<file path="src/rtl/irq_dma_pkg.sv">
package irq_dma_pkg;
  typedef enum logic {
    CH_IDLE = 1'b0,
    CH_BUSY = 1'b1
  } ch_state_e;

  localparam logic CFG_KIND_VEC = 1'b0;
  localparam logic CFG_KIND_CNT = 1'b1;
endpackage

</file>
<file path="src/rtl/irq_dma_match.sv">
module irq_dma_match #(
  parameter int NCH = 4,
  parameter int VW  = 6
) (
  input  logic                    clk,
  input  logic                    rst_n,
  input  logic [NCH-1:0][VW-1:0]  chan_vec,
  input  logic [NCH-1:0]          chan_excl,
  input  logic                    irq_valid,
  input  logic [VW-1:0]           irq_vec,
  output logic [NCH-1:0]          grant,
  output logic                    hit
);
  logic [NCH-1:0] cand;
  logic           taken;

  for (genvar gi = 0; gi < NCH; gi++) begin : g_cmp
    assign cand[gi] = irq_valid && (chan_vec[gi] != '0) &&
                      (chan_vec[gi] == irq_vec) && !chan_excl[gi];
  end

  // lowest index claims the event
  always_comb begin
    grant = '0;
    taken = 1'b0;
    for (int i = 0; i < NCH; i++) begin
      if (cand[i] && !taken) begin
        grant[i] = 1'b1;
        taken    = 1'b1;
      end
    end
  end

  assign hit = |cand;

  AST_ONE_WINNER: assert property (@(posedge clk) disable iff (!rst_n)
    $onehot0(grant));
  AST_HIT_GRANTS: assert property (@(posedge clk) disable iff (!rst_n)
    hit |-> (grant != '0));
endmodule

</file>
<file path="src/rtl/irq_dma_chan.sv">
module irq_dma_chan
  import irq_dma_pkg::*;
#(
  parameter int VW = 6,
  parameter int CW = 16
) (
  input  logic          clk,
  input  logic          rst_n,
  input  logic          wr_vec,
  input  logic          wr_cnt,
  input  logic [CW-1:0] wr_data,
  input  logic          trig,
  input  logic          ack,
  output logic [VW-1:0] vec_o,
  output logic          expiring_o,
  output logic          req_o,
  output logic          end_o
);
  ch_state_e     state_q, state_d;
  logic          pend_q, pend_d;
  logic [CW-1:0] cnt_q, cnt_d;
  logic [VW-1:0] vec_q, vec_d;
  logic          end_q, end_d;
  logic          step, expire;
  logic          cnt_en, vec_en;

  assign step   = (state_q == CH_BUSY) && ack;
  assign expire = step && (cnt_q == CW'(1));
  assign cnt_en = step || wr_cnt;
  assign vec_en = expire || wr_vec;

  always_comb begin
    state_d = state_q;
    pend_d  = pend_q;
    cnt_d   = cnt_q;
    vec_d   = vec_q;
    end_d   = expire;
    if (step) cnt_d = cnt_q - CW'(1);
    if (wr_cnt) cnt_d = wr_data;
    if (expire) begin
      vec_d   = '0;
      state_d = CH_IDLE;
      pend_d  = 1'b0;
    end else if (step) begin
      if (pend_q) pend_d = 1'b0;
      else        state_d = CH_IDLE;
    end
    if (trig) begin
      if (state_d == CH_IDLE) state_d = CH_BUSY;
      else                    pend_d  = 1'b1;
    end
    if (wr_vec) vec_d = wr_data[VW-1:0];
  end

  always_ff @(posedge clk or negedge rst_n) begin
    if (!rst_n) begin
      state_q <= CH_IDLE;
      pend_q  <= 1'b0;
      cnt_q   <= '0;
      vec_q   <= '0;
      end_q   <= 1'b0;
    end else begin
      state_q <= state_d;
      pend_q  <= pend_d;
      end_q   <= end_d;
      if (cnt_en) cnt_q <= cnt_d;
      if (vec_en) vec_q <= vec_d;
    end
  end

  assign vec_o      = vec_q;
  assign expiring_o = expire;
  assign req_o      = (state_q == CH_BUSY);
  assign end_o      = end_q;

  AST_REQ_HOLD: assert property (@(posedge clk) disable iff (!rst_n)
    (req_o && !ack) |=> req_o);
  AST_CNT_STEP: assert property (@(posedge clk) disable iff (!rst_n)
    (req_o && ack && !wr_cnt) |=> (cnt_q == $past(cnt_q) - CW'(1)));
  AST_END_ONE_CYCLE: assert property (@(posedge clk) disable iff (!rst_n)
    end_o |=> !end_o);
  AST_END_CLEARS_VEC: assert property (@(posedge clk) disable iff (!rst_n)
    end_o |-> ((vec_q == '0) || $past(wr_vec)));
endmodule

</file>
<file path="src/rtl/irq_dma_dispatch.sv">
module irq_dma_dispatch
  import irq_dma_pkg::*;
#(
  parameter int NCH = 4,
  parameter int VW  = 6,
  parameter int CW  = 16,
  localparam int SW = (NCH > 1) ? $clog2(NCH) : 1
) (
  input  logic           clk,
  input  logic           rst_n,
  input  logic           irq_valid,
  input  logic [VW-1:0]  irq_vec,
  input  logic           cfg_we,
  input  logic [SW-1:0]  cfg_sel,
  input  logic           cfg_kind,
  input  logic [CW-1:0]  cfg_data,
  input  logic [NCH-1:0] xfer_ack,
  output logic [NCH-1:0] xfer_req,
  output logic [NCH-1:0] end_irq,
  output logic           cpu_irq_valid,
  output logic [VW-1:0]  cpu_irq_vec
);
  logic [NCH-1:0][VW-1:0] chan_vec;
  logic [NCH-1:0]         chan_expiring;
  logic [NCH-1:0]         grant;
  logic                   hit;
  logic                   fwd_v_q, fwd_v_d;
  logic [VW-1:0]          fwd_vec_q, fwd_vec_d;
  logic                   fwd_vec_en;

  irq_dma_match #(.NCH(NCH), .VW(VW)) i_match (
    .clk       (clk),
    .rst_n     (rst_n),
    .chan_vec  (chan_vec),
    .chan_excl (chan_expiring),
    .irq_valid (irq_valid),
    .irq_vec   (irq_vec),
    .grant     (grant),
    .hit       (hit)
  );

  for (genvar gc = 0; gc < NCH; gc++) begin : g_chan
    logic sel_me;
    assign sel_me = cfg_we && (cfg_sel == SW'(gc));
    irq_dma_chan #(.VW(VW), .CW(CW)) i_chan (
      .clk        (clk),
      .rst_n      (rst_n),
      .wr_vec     (sel_me && (cfg_kind == CFG_KIND_VEC)),
      .wr_cnt     (sel_me && (cfg_kind == CFG_KIND_CNT)),
      .wr_data    (cfg_data),
      .trig       (grant[gc]),
      .ack        (xfer_ack[gc]),
      .vec_o      (chan_vec[gc]),
      .expiring_o (chan_expiring[gc]),
      .req_o      (xfer_req[gc]),
      .end_o      (end_irq[gc])
    );
  end

  always_comb begin
    fwd_v_d    = irq_valid && !hit;
    fwd_vec_en = fwd_v_d;
    fwd_vec_d  = irq_vec;
  end

  always_ff @(posedge clk or negedge rst_n) begin
    if (!rst_n) begin
      fwd_v_q   <= 1'b0;
      fwd_vec_q <= '0;
    end else begin
      fwd_v_q <= fwd_v_d;
      if (fwd_vec_en) fwd_vec_q <= fwd_vec_d;
    end
  end

  assign cpu_irq_valid = fwd_v_q;
  assign cpu_irq_vec   = fwd_vec_q;

  AST_CLAIMED_NOT_FWD: assert property (@(posedge clk) disable iff (!rst_n)
    (irq_valid && hit) |=> !cpu_irq_valid);
  AST_FWD_CODE: assert property (@(posedge clk) disable iff (!rst_n)
    (irq_valid && !hit) |=> (cpu_irq_valid && cpu_irq_vec == $past(irq_vec)));
  AST_CLAIM_REQ: assert property (@(posedge clk) disable iff (!rst_n)
    (grant != '0) |=> ((xfer_req & $past(grant)) == $past(grant)));
endmodule

</file>
<file path="config.mk">
export PLATFORM = sky130hd
export DESIGN_NAME = irq_dma_dispatch
export DESIGN_NICKNAME = d
export VERILOG_FILES = /design/src/rtl/irq_dma_pkg.sv /design/src/rtl/irq_dma_match.sv /design/src/rtl/irq_dma_chan.sv /design/src/rtl/irq_dma_dispatch.sv
export SDC_FILE = /design/constraint.sdc
export NUM_CORES = 1
export LEC_CHECK = 0
export BUFFER_PORTS_ARGS = -buffer_cell sky130_fd_sc_hd__buf_2
export CAP_MARGIN = 0
export CORE_MARGIN = 4
export CORE_UTILIZATION = 38
export DETAILED_ROUTE_END_ITERATION = 12
export GPL_ROUTABILITY_DRIVEN = 0
export SLEW_MARGIN = 20
export SYNTH_ARGS = -nofsm -noshare
export SYNTH_HDL_FRONTEND = slang
export SYNTH_SLANG_ARGS = --single-unit
</file>
<file path="constraint.sdc">
create_clock -name clk -period 3.4 [get_ports clk]
set_input_delay 0.68 -clock clk [delete_from_list [all_inputs] [get_ports clk]]
set_output_delay 0.68 -clock clk [all_outputs]
set_load 0.05 [all_outputs]
</file>
======== Word level (Yosys, flattened, before mapping) ========
Cells that the tools add are included.
storage, ports and cells
  output and inout bits ................... 15
  register bits after elaboration ......... 107
  input bits .............................. 33
  word-level logic and storage cells ...... 166
operators by class
  equal/unequal tests ..................... 11
  add/subtract/negate cells ............... 4
  multiplexer cells ....................... 54
  bitwise gates (word level) .............. 1
  reduce and logical (&&, ||, !) cells .... 74
operators with widths
  kind                                                  number
  2-to-1 mux 16 bit                                     8
  equality test 16 x 1 -> 1 bit, second input constant  4
  subtractor 16 x 1 -> 16 bit, second input constant    4
  2-to-1 mux 6 bit                                      8
  2-to-1 mux 1 bit                                      38
  logical AND 1 bit                                     36
  equality test 6 bit                                   4
  nonzero test 6 bit                                    4
  AND reduction 2 bit                                   8
  nonzero test 2 bit                                    8
  zero test 1 bit                                       8
  logical OR 1 bit                                      8
  equality test 2 bit, second input constant            2
  OR reduction 4 bit                                    1
  equality test 2 x 1 -> 1 bit, second input constant   1
  zero test 2 bit                                       1
  inverter 1 bit                                        1

======== Longest topological paths before layout ========
  depth in word-level cells ............... 15
  gate-level depth with buffers ........... 7
  depth with buffers taken out ............ 7

======== Cells and area by module ========
Synthesis repeated with hierarchy kept, for this count alone.
second synthesis, totals
  cell total of the unflattened synthesis .. 635
  area total of the unflattened synthesis .. 5943.2 um^2
modules (own cells, without submodules)
  module                               area an instance (um^2)  instances  cells each  sequential area each (um^2)
  irq_dma_chan (g_chan[0].i_chan ...)  1270.0                   3          138         625.6
  irq_dma_chan (g_chan[3].i_chan)      1361.3                   1          137         625.6
  irq_dma_match                        422.9                    1          56          0.0
  irq_dma_dispatch                     349.1                    1          28          175.2

======== Worst setup path after synthesis ========
No wires, ideal clock.
  path type ............................... in2reg
  from .................................... in xfer_ack[0]
  to ...................................... reg fwd_vec_q[4], in the netlist cpu_irq_vec[4]
  cell stages on the path ................. 7
  arrival ................................. 2.742 ns
  path buffers ............................ 1
  path slack .............................. 0.533 ns
  setup time .............................. 0.125 ns
  data required time ...................... 3.275 ns
  cell sequence ........................... nand2_1 > or4_4 > or4b_4 > buf_6 > a2bb2oi_4 > nand4b_4 > mux2_4
between the ends
  word-level cells in the longest chain between the ends .. 7
ends and longest elaborated chain
  what                  line                    RTL
  from (decl)           irq_dma_dispatch.sv:17  input logic [NCH-1:0] xfer_ack,
  logical AND 1 bit     irq_dma_chan.sv:27      assign step = (state_q == CH_BUSY) && ack;
  logical AND 1 bit     irq_dma_chan.sv:28      assign expire = step && (cnt_q == CW'(1));
  zero test 1 bit       irq_dma_match.sv:19     (chan_vec[gi] == irq_vec) && !chan_excl[gi];
  logical AND 1 bit     irq_dma_match.sv:19
  OR reduction 4 bit    irq_dma_match.sv:34     assign hit = |cand;
  zero test 1 bit       irq_dma_dispatch.sv:61  fwd_v_d = irq_valid && !hit;
  logical AND 1 bit     irq_dma_dispatch.sv:61
  to (signal assigned)  irq_dma_dispatch.sv:72  if (fwd_vec_en) fwd_vec_q <= fwd_vec_d;
  to (decl)             irq_dma_dispatch.sv:28  logic [VW-1:0] fwd_vec_q, fwd_vec_d;
Every way passes these cells.
A chain may end at the register's enable or synchronous reset.

======== Final worst setup path ========
  from .................................... reg g_chan[0].i_chan.cnt_q[10]
  to ...................................... reg fwd_vec_q[5], in the netlist cpu_irq_vec[5]
between the ends
  word-level cells in the longest chain between the ends .. 7
ends and longest elaborated chain
  what                           line                    RTL
  from (decl)                    irq_dma_chan.sv:21      logic [CW-1:0] cnt_q, cnt_d;
  from (signal assigned)         irq_dma_chan.sv:66      if (cnt_en) cnt_q <= cnt_d;
  equality test 16 x 1 -> 1 bit  irq_dma_chan.sv:28
  logical AND 1 bit              irq_dma_chan.sv:28
  zero test 1 bit                irq_dma_match.sv:19
  logical AND 1 bit              irq_dma_match.sv:19
  OR reduction 4 bit             irq_dma_match.sv:34
  zero test 1 bit                irq_dma_dispatch.sv:61
  logical AND 1 bit              irq_dma_dispatch.sv:61
Every way passes these cells.

==> results.json <==
{
  "outcome": "completed",
  "fin_ws_ns": 0.413,
  "cts.repair_timing.setup_buffer_count": 0,
  "cts_resized": 0,
  "final_min_period_over_clock_period_pct": 87.9,
  "p_int_mw": 2.51,
  "critical_path.max_stage_delay_ns": 0.64,
  "worst_path_arrival_ns": 3.22,
  "buffers_on_ports": 47,
  "hold_buffers": 0,
  "drcViolationCount": 0,
  "grt_pass1_vias": 4386,
  "crit_buf_inv": 0,
  "finalSetupTns_ns": 0,
  "totalWireLength_mm": 14.0,
  "areaGrowthSynthToFinish_pct": 11.7,
  "floorplan.die.width_um": 131,
  "post_synth_num_cell_types": 44,
  "seq_power_share_pct": 49.4,
  "reg_to_reg_critical_path_endpoint": "cpu_irq_vec[5]",
  "critPathMaxFanout": 10,
  "flop_to_flop_setup_slack_ns": 0.41,
  "insertedDiodeCount": 0,
  "worst_r2r_path_depth": 6,
  "initial_drc_count": 315,
  "cpLargestDelayFamily": "simple AND/OR/NAND/NOR gates",
  "clock_skew_ns": 0.00631,
  "initial_utilization_pct": 39.1,
  "clkLatencyLatePin_ns": 0.35,
  "global_route.overflow_total": 0,
  "power.density_cell_area_nw_per_um2": 585,
  "dieHeight_um": 131,
  "yosysSeqAreaShare_pct": 46.6,
  "timing.final.crit_period_ns": 2.99,
  "vias_per_cell": 5.26,
  "floorplan.die_area_um2": 17200,
  "tritoncts.num_buffers": 9,
  "timing_hold_violations_final": 0,
  "floorplan.rows": 44,
  "syn_inst": 641,
  "core_area_um2": 14700,
  "post_dr_wirelength_cell_um": 16.2,
  "dpl_worst_slack_ns": 0.377,
  "cts-root-to-sink-buffers": 2,
  "clkPwrFrac_pct": 26.4,
  "track_usage_pct": 17.4,
  "ctsRootBufferMaster": "sky130_fd_sc_hd__clkbuf_16",
  "boundaryPins": 48,
  "worst_slew_pin_slew_ns": 0.667,
  "cts_tree": "yes",
  "post_synth.cell_area_avg_um2": 8.97,
  "antenna_violating_nets_post_route": 0,
  "slew_viol_final": 0,
  "dr_total_vias": 4537,
  "pin_count_of_the_biggest_net_entering_global_routing": 65,
  "critical_path_class": "reg -> reg",
  "holdCritPathClass": "in -> async",
  "maxCapViolCount": 0,
  "worstPathRequired_ns": 3.63,
  "ff_latch_area_um2": 2680,
  "clock-sinks": 107,
  "netSwitchingFraction_pct": 33.1,
  "fillerInstances": 1425,
  "number_of_antenna_violations_at_the_first_check_in_global_routing": 0,
  "h-tree-depth": 3,
  "grt_pass1_wl_mm": 23.1,
  "cell_breakdown_of_the_critical_path": "or4_1 > or4_4 > or4b_4 > a2bb2oi_4 > nand4b_4 > mux2_4",
  "static-leakage-power_nw": 2.57,
  "setup_viol": 0,
  "dr.pass1.iters": 4,
  "finish.cell_count_without_fillers": 863,
  "irDropWorstVdd_uv": 256,
  "dp_cells": 847,
  "combPwrFrac_pct": 24.2,
  "layout.nets": 715,
  "setup.worst_path.end_class": "flip-flop",
  "cp-start-kind": "flip-flop",
  "dp.final_hpwl_mm": 9.87,
  "regToRegStartpoint": "g_chan[0].i_chan.cnt_q[10]",
  "slowest_library_cell_on_the_worst_path": "sky130_fd_sc_hd__or4b_4",
  "clkSlewWorstSetupHoldPaths_ns": 0.07,
  "ys_warn_count": 0,
  "postSynthNetCount": 682,
  "worst_slew_margin_relative_to_its_limit_pct": 55.2,
  "setup_repair_after_global_routing_missed_its_margin": "no",
  "synth.cell_area_um2": 5750,
  "multiInputGateArea_um2": 2810,
  "maxClockFrequency_mhz": 335,
  "fraction_of_layout_instances_using_a_drive_strength_above_1_pct": 13.3,
  "synth.ff_latch_count": 107,
  "p_switching_mw": 1.24
}
[metal layers]
metal  global-route usage (%)  vias to the layer above  wire length (um)
met5                        0                        -                 0
met2                     27.4                       70              6530
met4                     4.78                        0               174
met1                     24.1                     2204              6720
li1                         -                     2251                 -
met3                     4.07                       12               538
[stage by stage]
step / power (mW) / hold slack (ns) / cell area [um2] / utilization, %
after CTS: 3.79 / 0.347 / 6420 / 43.7
final: 3.75 / 0.334 / 6420 / 43.7
after detailed placement: 2.78 / 0.495 / 6150 / 41.8
after global routing: 4.01 / 0.369 / 6420 / 43.7
after global placement: 2.74 / 0.495 / 6150 / 41.8
after floorplan: 2.52 / 0.384 / 5750 / -
[power groups by stage]
stage,Combinational (mW),Clock (mW),Sequential (mW)
2_1_floorplan,0.679,0,1.85
3_3_place_gp,0.883,0,1.86
3_5_place_dp,0.911,0,1.87
4_1_cts,0.920,1.01,1.85
5_1_grt,1.03,1.08,1.90
6_report,0.909,0.989,1.85
[cells by family (layout without fill, tap and decap cells)]
| group | count (synthesis) | after routing | synth area share, % |
|---|---|---|---|
| and+or+nand+nor | 261 | 261 | 21.6 |
| AOI/OAI and AO/OA | 120 | 120 | 11.6 |
| DFF | 107 | 107 | 46.6 |
| xor gates and xnor gates | 78 | 78 | 11.9 |
| buffers and inverters | 59 | 97 | 4.61 |
| adders and majority gates | 8 | 8 | 1.74 |
| muxes | 8 | 8 | 1.96 |
[Yosys cell counts (all sizes together)]
library cell	n	area [um2]
o2bb2ai	1	8.76
a211oi	1	7.51
a2bb2oi	1	26.3
nor2	76	285
nand3	10	50.1
xnor2	54	473
nor4b	2	23.8
or4	10	78.8
o2111ai	3	26.3
nor4	18	113
o21ai	53	265
nor3	32	160
dfrtp	107	2680
or2	1	6.26
o41ai	1	8.76
nand2b	5	31.3
or4b	2	23.8
a2111oi	1	10.0
inv	21	78.8
nand4	3	18.8
or3	14	87.6
a21oi	51	255
nand4b	2	32.5
o21bai	1	7.51
clkbuf	29	115
ha	8	100
mux2	8	113
o311ai	2	17.5
nor3b	1	7.51
a31oi	3	18.8
xor2	24	210
nor2b	3	18.8
o31ai	2	15.0
buf	9	71.3
nand2	82	308
[cells in the final DEF (no fill, tap or decap), types with 14 or more instances in the layout]
master	instances
sky130_fd_sc_hd__nor3_1	32
sky130_fd_sc_hd__nor4_1	18
sky130_fd_sc_hd__dfrtp_1	107
sky130_fd_sc_hd__o21ai_0	49
sky130_fd_sc_hd__nand2_1	82
sky130_fd_sc_hd__buf_2	46
sky130_fd_sc_hd__xor2_1	24
sky130_fd_sc_hd__a21oi_1	51
sky130_fd_sc_hd__nor2_1	76
sky130_fd_sc_hd__or3_1	14
sky130_fd_sc_hd__inv_1	19
sky130_fd_sc_hd__xnor2_1	54
[cell type report]
| type | count | share of cell area (%) |
|---|---|---|
| Clock buffer | 14 | 4.11 |
| Inverter | 21 | 1.23 |
| Tap cell | 184 | 3.59 |
| Multi-Input combinational cell | 475 | 43.8 |
| Clock inverter | 2 | 0.156 |
| Sequential cell | 107 | 41.7 |
| Timing Repair Buffer | 60 | 5.42 |
[state kept, by name, summed over array words and instances (netlist names)]
signal,flops
g_chan.i_chan.cnt_q,64
g_chan.i_chan.vec_o,24
cpu_irq_vec,6
g_chan.i_chan.end_o,4
g_chan.i_chan.pend_q,4
g_chan.i_chan.req_o,4
cpu_irq_valid,1
[worst max path at each step]
stage	from	end	slack (ns)	depth (start not counted)
finish	g_chan[0].i_chan.cnt_q[10]	cpu_irq_vec[5]	0.41	6
global route	g_chan[0].i_chan.cnt_q[10]	cpu_irq_vec[3]	0.33	6
CTS	g_chan[0].i_chan.cnt_q[10]	cpu_irq_vec[5]	0.41	6
detailed placement	xfer_ack[0]	cpu_irq_vec[0]	0.38	7
global placement	xfer_ack[0]	cpu_irq_vec[1]	0.42	7
floorplan	xfer_ack[0]	cpu_irq_vec[4]	0.53	7
No activity file was read; power rests on OpenSTA's default activity.
